### src/rtl/dotp_pkg.sv
package dotp_pkg;
    // Controller states
    typedef enum logic [1:0] {
        ST_IDLE,
        ST_STREAM,
        ST_FLUSH,
        ST_FOLD
    } dp_state_e;
endpackage

### src/rtl/dp_pipe.sv
// Plain delay line modelling the latency of a fully pipelined unit (LAT >= 1)
module dp_pipe #(
    parameter int W   = 8,
    parameter int LAT = 1
) (
    input  logic         clk,
    input  logic         rst_n,
    input  logic [W-1:0] d,
    output logic [W-1:0] q
);
    logic [W-1:0] stg [LAT];

    always_ff @(posedge clk or negedge rst_n) begin
        if (!rst_n) begin
            for (int i = 0; i < LAT; i++) stg[i] <= '0;
        end else begin
            stg[0] <= d;
            for (int i = 1; i < LAT; i++) stg[i] <= stg[i-1];
        end
    end

    assign q = stg[LAT-1];
endmodule

### src/rtl/dp_add_tree.sv
// Binary adder tree with K (power of two, >= 2) inputs; each level has latency LAT.
// A valid bit rides in the top bit of every level.
module dp_add_tree #(
    parameter int K   = 4,
    parameter int W   = 16,
    parameter int LAT = 2
) (
    input  logic           clk,
    input  logic           rst_n,
    input  logic           in_v,
    input  logic [K*W-1:0] in_d,
    output logic           out_v,
    output logic [W-1:0]   out_d
);
    localparam int L = $clog2(K);

    for (genvar l = 0; l < L; l++) begin : g_lvl
        localparam int NI = K >> l;
        localparam int NO = NI / 2;
        logic [NI*W:0] din;
        logic [NO*W:0] sum;
        logic [NO*W:0] dout;

        if (l == 0) begin : g_first
            assign din = {in_v, in_d};
        end else begin : g_next
            assign din = g_lvl[l-1].dout;
        end

        for (genvar j = 0; j < NO; j++) begin : g_add
            assign sum[j*W +: W] = din[2*j*W +: W] + din[(2*j+1)*W +: W];
        end
        assign sum[NO*W] = din[NI*W];

        dp_pipe #(.W(NO*W+1), .LAT(LAT)) u_stage (
            .clk  (clk),
            .rst_n(rst_n),
            .d    (sum),
            .q    (dout)
        );
    end

    assign out_v = g_lvl[L-1].dout[W];
    assign out_d = g_lvl[L-1].dout[W-1:0];
endmodule

### src/rtl/dp_ring_acc.sv
// Accumulating adder of latency D whose output feeds its own input:
// D partial sums circulate, each input lands in the slot now at the adder.
module dp_ring_acc #(
    parameter int W = 16,
    parameter int D = 4
) (
    input  logic           clk,
    input  logic           rst_n,
    input  logic           clear,
    input  logic           in_v,
    input  logic [W-1:0]   in_d,
    output logic [D*W-1:0] snap
);
    logic [W-1:0] slot [D];

    always_ff @(posedge clk or negedge rst_n) begin
        if (!rst_n) begin
            for (int i = 0; i < D; i++) slot[i] <= '0;
        end else if (clear) begin
            for (int i = 0; i < D; i++) slot[i] <= '0;
        end else begin
            slot[0] <= (in_v ? in_d : '0) + slot[D-1];
            for (int i = 1; i < D; i++) slot[i] <= slot[i-1];
        end
    end

    for (genvar s = 0; s < D; s++) begin : g_snap
        assign snap[s*W +: W] = slot[s];
    end
endmodule

### src/rtl/dotp_ctrl.sv
// Run controller: go -> last-beat -> drained -> folded
module dotp_ctrl
    import dotp_pkg::*;
#(
    parameter int M          = 256,
    parameter int FLUSH_LAST = 15
) (
    input  logic clk,
    input  logic rst_n,
    input  logic start,
    input  logic in_valid,
    input  logic fin,
    output logic busy,
    output logic accept,
    output logic capture,
    output logic clear
);
    localparam int BW = $clog2(M) + 1;
    localparam int FW = $clog2(FLUSH_LAST + 1) + 1;

    dp_state_e     state_q, state_d;
    logic [BW-1:0] beat_q;
    logic [FW-1:0] flush_q;
    logic          last_beat, drained;

    assign last_beat = in_valid && (beat_q == BW'(M - 1));
    assign drained   = (flush_q == FW'(FLUSH_LAST));

    // State register
    always_ff @(posedge clk or negedge rst_n) begin
        if (!rst_n) state_q <= ST_IDLE;
        else        state_q <= state_d;
    end

    // Transitions; R7: start only acts in ST_IDLE
    always_comb begin
        state_d = state_q;
        unique case (state_q)
            ST_IDLE:   if (start)     state_d = ST_STREAM;
            ST_STREAM: if (last_beat) state_d = ST_FLUSH;
            ST_FLUSH:  if (drained)   state_d = ST_FOLD;
            ST_FOLD:   if (fin)       state_d = ST_IDLE;
            default:                  state_d = ST_IDLE;
        endcase
    end

    // Beat and drain counters
    always_ff @(posedge clk or negedge rst_n) begin
        if (!rst_n) begin
            beat_q  <= '0;
            flush_q <= '0;
        end else begin
            unique case (state_q)
                ST_IDLE: begin
                    beat_q  <= '0;
                    flush_q <= '0;
                end
                ST_STREAM: if (in_valid) beat_q <= beat_q + 1'b1;
                ST_FLUSH:  flush_q <= flush_q + 1'b1;
                default: ;
            endcase
        end
    end

    // Outputs; R8: beats are taken only in ST_STREAM
    always_comb begin
        busy    = (state_q != ST_IDLE);
        accept  = (state_q == ST_STREAM) && in_valid;
        capture = (state_q == ST_FLUSH) && drained;
        clear   = (state_q == ST_IDLE) && start;
    end
endmodule

### src/rtl/dotp_accum.sv
module dotp_accum #(
    parameter int DW = 16,
    parameter int Z  = 2,
    parameter int LM = 3,
    parameter int LA = 4,
    parameter int N  = 1024
) (
    input  logic                       clk,
    input  logic                       rst_n,
    input  logic                       start,
    input  logic                       in_valid,
    input  logic [(1<<Z)*DW-1:0]       a_vec,
    input  logic [(1<<Z)*DW-1:0]       b_vec,
    output logic                       busy,
    output logic                       done,
    output logic [2*DW+$clog2(N):0]    result
);
    localparam int LANES      = 1 << Z;
    localparam int ACCW       = 2*DW + $clog2(N) + 1;   // headroom
    localparam int M          = N / LANES;
    localparam int FLUSH_LAST = LM + (Z + 1)*LA - 1;    // drain count

    logic                  accept, capture, clear;
    logic [LANES*ACCW-1:0] prod_d;
    logic                  prod_v;
    logic                  tree_v;
    logic [ACCW-1:0]       tree_d;
    logic [LA*ACCW-1:0]    snap, red_in;
    logic                  red_v;
    logic [ACCW-1:0]       red_d;
    logic [ACCW:0]         tail_q;
    logic                  done_q;
    logic [ACCW-1:0]       result_q;

    dotp_ctrl #(.M(M), .FLUSH_LAST(FLUSH_LAST)) u_ctrl (
        .clk     (clk),
        .rst_n   (rst_n),
        .start   (start),
        .in_valid(in_valid),
        .fin     (done_q),
        .busy    (busy),
        .accept  (accept),
        .capture (capture),
        .clear   (clear)
    );

    // Multiply lanes: product zeroed when no beat is taken
    for (genvar j = 0; j < LANES; j++) begin : g_lane
        logic signed [DW-1:0]   aj, bj;
        logic signed [2*DW-1:0] pj;
        logic [ACCW-1:0]        ext;
        assign aj  = a_vec[j*DW +: DW];
        assign bj  = b_vec[j*DW +: DW];
        assign pj  = aj * bj;
        assign ext = accept ? {{(ACCW-2*DW){pj[2*DW-1]}}, pj} : '0;
        dp_pipe #(.W(ACCW), .LAT(LM)) u_mul (
            .clk  (clk),
            .rst_n(rst_n),
            .d    (ext),
            .q    (prod_d[j*ACCW +: ACCW])
        );
    end

    dp_pipe #(.W(1), .LAT(LM)) u_mulv (
        .clk  (clk),
        .rst_n(rst_n),
        .d    (accept),
        .q    (prod_v)
    );

    // Lane merge tree: Z levels of latency LA
    if (Z == 0) begin : g_single
        assign tree_v = prod_v;
        assign tree_d = prod_d;
    end else begin : g_merge
        dp_add_tree #(.K(LANES), .W(ACCW), .LAT(LA)) u_tree (
            .clk  (clk),
            .rst_n(rst_n),
            .in_v (prod_v),
            .in_d (prod_d),
            .out_v(tree_v),
            .out_d(tree_d)
        );
    end

    dp_ring_acc #(.W(ACCW), .D(LA)) u_ring (
        .clk  (clk),
        .rst_n(rst_n),
        .clear(clear),
        .in_v (tree_v),
        .in_d (tree_d),
        .snap (snap)
    );

    // Fold the LA partial sums: log2(LA) levels, then one more LA stage
    assign red_in = capture ? snap : '0;

    dp_add_tree #(.K(LA), .W(ACCW), .LAT(LA)) u_fold (
        .clk  (clk),
        .rst_n(rst_n),
        .in_v (capture),
        .in_d (red_in),
        .out_v(red_v),
        .out_d(red_d)
    );

    dp_pipe #(.W(ACCW+1), .LAT(LA-1)) u_tail (
        .clk  (clk),
        .rst_n(rst_n),
        .d    ({red_v, red_d}),
        .q    (tail_q)
    );

    // Output register closes the last LA stage (R4: result held between runs)
    always_ff @(posedge clk or negedge rst_n) begin
        if (!rst_n) begin
            done_q   <= 1'b0;
            result_q <= '0;
        end else begin
            done_q <= tail_q[ACCW];
            if (tail_q[ACCW]) result_q <= tail_q[ACCW-1:0];
        end
    end

    assign done   = done_q;
    assign result = result_q;
endmodule

### config.mk
export PLATFORM = sky130hd
export DESIGN_NAME = dotp_accum
export DESIGN_NICKNAME = d
export VERILOG_FILES = /design/src/rtl/dotp_pkg.sv /design/src/rtl/dp_pipe.sv /design/src/rtl/dp_add_tree.sv /design/src/rtl/dp_ring_acc.sv /design/src/rtl/dotp_ctrl.sv /design/src/rtl/dotp_accum.sv
export SDC_FILE = /design/constraint.sdc
export NUM_CORES = 2
export LEC_CHECK = 0
export ABC_AREA = 1
export BUFFER_PORTS_ARGS = -buffer_cell sky130_fd_sc_hd__buf_2
export CAP_MARGIN = 20
export CORE_UTILIZATION = 35
export DETAILED_ROUTE_END_ITERATION = 8
export SLEW_MARGIN = 20
export SYNTH_ARGS = -nofsm -noshare
export SYNTH_HDL_FRONTEND = slang
export SYNTH_SLANG_ARGS = --single-unit
### constraint.sdc
create_clock -name clk -period 7.63 [get_ports clk]
set_input_delay 1.1445 -clock clk [delete_from_list [all_inputs] [get_ports clk]]
set_output_delay 1.1445 -clock clk [all_outputs]
set_load 0.03 [all_outputs]
* After elaboration in Yosys (flattened, before gate mapping)
Index checks and enable logic that the tools add are counted.
** Operators by class
- Add/subtract/negate cells :: 9
- Multipliers :: 4
- Eq/ne operators :: 10
- Mux-type cells :: 15
- Reduce and logical (&&, ||, !) cells :: 10
** Operators with widths (count)
- $mux 172 :: 2
- $add 43x43->43 :: 7
- $mux 43 :: 5
- $mul 16x16->32 :: 4
- $pmux 9 s2 :: 1
- $pmux 5 s2 :: 1
- $add 9x1->9 const B :: 1
- $eq 9x8->1 const B :: 1
- $mux 9 :: 1
- $mux 2 :: 4
- $pmux 2 s4 :: 1
- $ne 2x2->1 const B :: 3
- $reduce_bool 2->1 :: 3
- $add 5x1->5 const B :: 1
- $eq 5x4->1 const B :: 1
- $eq 2x2->1 const B :: 2
- $logic_and 1x1->1 :: 4
- $ne 2x1->1 const B :: 2
- $reduce_and 4->1 :: 1
- $eq 2x1->1 const B :: 1
- $logic_not 2->1 :: 1
- $reduce_and 2->1 :: 1
** Storage, ports and cells
- Flip-flop bits (word level) :: 1931
- Output and inout port bits :: 45

* Longest topological paths before layout
- Word-level depth :: 4
- Depth in mapped cells :: 26
- Gate-level depth less buffers :: 24

* Modules after synthesis
Synthesis repeated with hierarchy kept, for this count alone.
** Second synthesis, totals
- Cell total of the unflattened synthesis :: 14074
- Area, all modules :: 122476.2 um2
** Modules (own cells, without submodules)
- dotp_accum :: times used 1, cells each 6297, area an instance 45946.6 um2, seq. area each 1101.1 um2
- dp_pipe (g_merge.u_tree.g_lvl[0].u_stage ...) :: times used 2, cells each 435, area an instance 9361.5 um2, seq. area each 8708.4 um2
- dp_pipe (g_lane[0].u_mul ...) :: times used 4, cells each 172, area an instance 3550.9 um2, seq. area each 3228.1 um2
- dp_add_tree (g_merge.u_tree) :: times used 1, cells each 2097, area an instance 10112.2 um2, seq. area each 0.0 um2
- dp_add_tree (u_fold) :: times used 1, cells each 2097, area an instance 10054.6 um2, seq. area each 0.0 um2
- dp_pipe (g_merge.u_tree.g_lvl[1].u_stage ...) :: times used 2, cells each 220, area an instance 4734.5 um2, seq. area each 4404.2 um2
- dp_ring_acc :: times used 1, cells each 1277, area an instance 9256.4 um2, seq. area each 4304.1 um2
- dp_pipe (u_tail) :: times used 1, cells each 176, area an instance 3633.5 um2, seq. area each 3303.2 um2
- dotp_ctrl :: times used 1, cells each 129, area an instance 1002.2 um2, seq. area each 400.4 um2
- dp_pipe (u_mulv) :: times used 1, cells each 3, area an instance 75.1 um2, seq. area each 75.1 um2

* Worst setup path after synthesis
OpenSTA, ideal clock, no wires.
- Path kind :: input to register
- Start point :: input port b_vec[37]
- End point :: register g_lane[2].u_mul.stg[113] in the netlist's numbering
- Arrival :: 6.178 ns
- Required time :: 7.513 ns
- Slack :: 1.336 ns
- Stages :: 21
- Cell sequence :: clkbuf_1 > clkbuf_1 > nand2_1 > fa_1 > inv_1 > fa_1 > fa_1 > fa_1 > fa_1 > inv_1 > fa_1 > inv_1 > ha_1 > nand2_1 > nor2_1 > nor3b_1 > nand3_1 > nand3_1 > nand2_1 > nand2_1 > nor2_1
** On the way
- Longest elaborated chain between the ends :: 2
** Ends and longest elaborated chain
- start: declaration :: RTL line dotp_accum.sv:13 : input logic [(1<<Z)*DW-1:0] b_vec,
- $mul 16x16->32 :: RTL line dotp_accum.sv:54 : assign pj = aj * bj;
- $mux 43 :: RTL line dotp_accum.sv:55 : assign ext = accept ? {{(ACCW-2*DW){pj[2*DW-1]}}, pj} : '0;
- net g_lane[2].ext[27] :: RTL line dotp_accum.sv:51 : logic [ACCW-1:0] ext;
- end: declaration :: RTL line dp_pipe.sv:11 : logic [W-1:0] stg [LAT];
The timed path passes the listed nets, and every way through them passes these cells.
A chain may end at the register's enable or synchronous reset.

* Worst setup path after layout
- Start point :: input port b_vec[17]
- End point :: register g_lane[1].u_mul.stg[110] in the netlist's numbering
** On the way
- Longest elaborated chain between the ends :: 2
** Ends and longest elaborated chain (RTL line)
- $mul 16x16->32 :: dotp_accum.sv:54
- $mux 43 :: dotp_accum.sv:55
- net g_lane[1].ext[24] :: dotp_accum.sv:51
- end: declaration :: dp_pipe.sv:11
The timed path passes the listed nets, and every way through them passes these cells.

==> results.json <==
{
  "status": "complete, no violations",
  "synth_top_area_frac": 0.401,
  "setup-violations-final": 0,
  "postCtsHoldBufs": 0,
  "post_cts_buffers": 0,
  "cts_buffers": 176,
  "synth_warnings": 0,
  "fin_ws_ns": 1.64,
  "clkSinkCount": 1799,
  "antenna_found_initial": 6,
  "drv_cap": 0,
  "yosys.area.top_type": "dfrtp_1",
  "crit_slowest_cell": "fa_1",
  "portBuffers": 176,
  "synth_flop_cell": "dfrtp_1",
  "synthTopCellsByArea": "dfrtp_1 (40%), fa_1 (19%), nand2_1 (10%)",
  "fmax_mhz": 167,
  "via_per_inst": 4.53,
  "fin_crit_sh": 0.785,
  "synthCells": 12600,
  "ios": 177,
  "fin_util": 0.389,
  "grt-ovfl-total": 0,
  "ant_nets": 0,
  "avgSynthCellArea_sq_um": 8.92,
  "cts_tree": "done",
  "min_period_ns": 5.99,
  "gp_congestion": 0.948,
  "hp-class": "primary input to asynchronous set/reset pin",
  "drt_wl_total_microns": 275000,
  "ys_ff_latch": 1799,
  "critical_path.cell_chain": "buf_2 > nand2_1 > inv_1 > fa_1 > fa_1 > fa_1 > fa_1 > fa_1 > inv_1 > fa_1 > inv_1 > ha_1 > a21oi_1 > o21ai_0 > a21oi_1 > nand3_1 > nand2_1 > nand2_1 > nor2_1",
  "die_h_microns": 568,
  "ir_drop_mv": 0.573,
  "core-area_sq_um": 318000,
  "dp_hpwl_microns": 224000,
  "clock_latency_ns": 0.88,
  "cp_data_required_time_ns": 8.40,
  "ys_seq_area_frac": 0.401,
  "crit_arrival_ns": 6.75,
  "initial_core_util": 0.352,
  "clockRootBuffer": "clkbuf_16",
  "nets": 14500,
  "fp.dieW_microns": 568,
  "drc": 0,
  "place_ws_ns": 0.789,
  "cp-startpoint": "b_vec[17]",
  "power.density_nw_per_um2": 457,
  "cpPeakStageDelay_ns": 0.92,
  "slew_headroom": 0.386,
  "rows": 207,
  "path_clk_slew_ns": 0.06,
  "async_reset_ff_frac": 1.00,
  "synth.net_count": 14400,
  "cts_buffer_depth": 3,
  "hold_viol": 0,
  "fill_cells": 31800,
  "cpMostUsedCell": "fa_1",
  "dieArea_sq_um": 323000,
  "whs_ns": 0.242,
  "grt_max_degree": 170,
  "grt_pass1_wl_microns": 440000,
  "p_leak_nw": 70.1,
  "rsz0062_at_grt": "no",
  "syn_area_sq_um": 112000,
  "endpoint_kind": "register",
  "yosys-top-cells-count": "nand2_1 (3,097), inv_1 (2,801), dfrtp_1 (1,799)",
  "grt_pass1_vias": 80100,
  "fin_setup_tns_ns": 0,
  "finClkSkew_ns": 0.0924,
  "synth_most_common_cell": "nand2_1",
  "critPathMaxFanout": 16,
  "rr_startpoint": "u_ctrl.state_q[0]$_DFFE_PN0P_",
  "grt_use_total": 0.174,
  "worst_slew_pin_slew_ns": 0.922,
  "timing_worst_setup_path_type": "primary input to register",
  "htree_levels": 4,
  "drt_iter0_markers": 4875,
  "drv_slew": 0,
  "fin_area_sq_um": 124000,
  "placed_area_sq_um": 117000,
  "synth_edf_count": 0,
  "ys_types": 53,
  "syn2layout_area_growth_pct": 10.4,
  "drive_gt1_frac": 0.0576,
  "post_drt_wl_per_cell_microns": 16.2,
  "first_pass_iters": 8,
  "startpoint_type": "primary input",
  "num_vias": 77000,
  "post_cts_resize_count": 0
}
==> final cells by class <==
| type | count | area (sq um) | area share |
|---|---|---|---|
| inverters | 2822 | 10600 | 0.0856 |
| repair buffers | 203 | 1240 | 0.00998 |
| clock buffers | 238 | 4990 | 0.0403 |
| multi-input cells | 7662 | 55400 | 0.447 |
| clock inverters | 88 | 1370 | 0.0111 |
| diodes | 2 | 5.00 | 0.0000404 |
| flip-flops and latches | 1799 | 45000 | 0.364 |
| well taps | 4180 | 5230 | 0.0422 |
==> power by group <==
group,internal [W],switching (W)
logic,0.0124,0.0237
clock network,0.00530,0.00385
registers,0.0107,0.000525
total,0.0285,0.0281
==> per-stage QoR <==
stage,total power [W],cells
4_1_cts,0.0573,17000
3_5_place_dp,0.0478,16700
5_1_grt,0.0628,17000
6_report,0.0566,17000
2_1_floorplan,0.0373,12600
3_3_place_gp,0.0477,16700
==> final timing paths <==
check	cells past startpoint	to	slack [ns]
setup / recovery	19	g_lane[1].u_mul.stg[110]$_DFF_PN0_	1.64
hold / removal	1	result[5]$_DFFE_PN0P_	0.24
setup reg to reg	18	u_fold.g_lvl[0].u_stage.stg[346]$_DFF_PN0_	3.54
hold reg to reg	0	u_fold.g_lvl[0].u_stage.stg[127]$_DFF_PN0_	0.31
max in group asynchronous	3	result[32]$_DFFE_PN0P_	5.50
min in group clk	0	u_fold.g_lvl[0].u_stage.stg[127]$_DFF_PN0_	0.31
==> logic make-up (layout without fill, tap and decap cells) <==
group / count (synthesis) / in the layout / synth area share
multiplexers: 43 / 43 / 0.00432
XOR/XNOR: 192 / 192 / 0.0150
AND/OR/NAND/NOR: 4852 / 4852 / 0.174
buffers and inverters: 3115 / 3351 / 0.105
other: 0 / 2 / 0
adder cells (fa/ha/maj): 1665 / 1665 / 0.256
AO/OA/AOI/OAI: 910 / 910 / 0.0444
flip-flops: 1799 / 1799 / 0.401
==> metal layers <==
layer,wire length [microns],track usage,vias to the layer above,part of all wire
li1,-,-,37400,-
met5,0,0,-,0
met3,9730,0.0181,481,0.035
met4,11500,0.0670,0,0.042
met1,113000,0.212,37400,0.41
met2,141000,0.313,1620,0.51
==> cells in the final DEF, fill, tap and decap left out, types with 10 or more instances in the layout <==
cell        synthesis  routed
buf_12              0      12
buf_4               0      16
a21o_1             22      22
inv_1            2801    2801
nor2_1           1112    1112
inv_2              16      16
a31oi_1            14      14
clkinvlp_4          0      10
ha_1              610     610
nand2_2            43      44
o21bai_1           47      47
o21ai_0           276     276
bufinv_16           0      18
a21oi_1           470     470
clkbuf_8            0      35
xnor2_1            62      62
nand3_1           340     340
clkbuf_1          266      27
mux2_2             43      43
nand2_1          3097    3096
nand4_1            90      90
or2_2              16      16
clkinv_16           0      15
dfrtp_1          1799    1798
o21ai_1            20      20
fa_1             1055    1055
o21ai_2            12      12
nor3_1             48      48
a21oi_2            25      25
xor2_1            130     130
clkbuf_16           0     176
buf_2              25     175
nor2_2             37      37
nand3b_1           14      14
clkinv_2            0      27
==> critical path: cells and delay by family <==
family / cells / cell delay, ns
buffers and inverters: 4 / 0.54
AND/OR/NAND/NOR: 5 / 0.63
adder cells (fa/ha/maj): 7 / 3.81
AO/OA/AOI/OAI: 3 / 0.62
==> flip-flops by register name, indices dropped and copies added (netlist names) <==
register,cells
u_tail.stg,88
u_tail.q,44
g_lane.u_mul.stg,256
u_fold.g_lvl.u_stage.q,131
g_merge.u_tree.g_lvl.u_stage.q,131
u_ctrl.flush_q,5
result,43
g_merge.u_tree.g_lvl.u_stage.stg,393
u_ring.snap,172
u_ctrl.state_q,2
u_mulv.q,1
u_fold.g_lvl.u_stage.stg,393
done,1
u_mulv.stg,2
u_ctrl.beat_q,9
g_lane.u_mul.q,128
(Power assumes the default switching activity.)
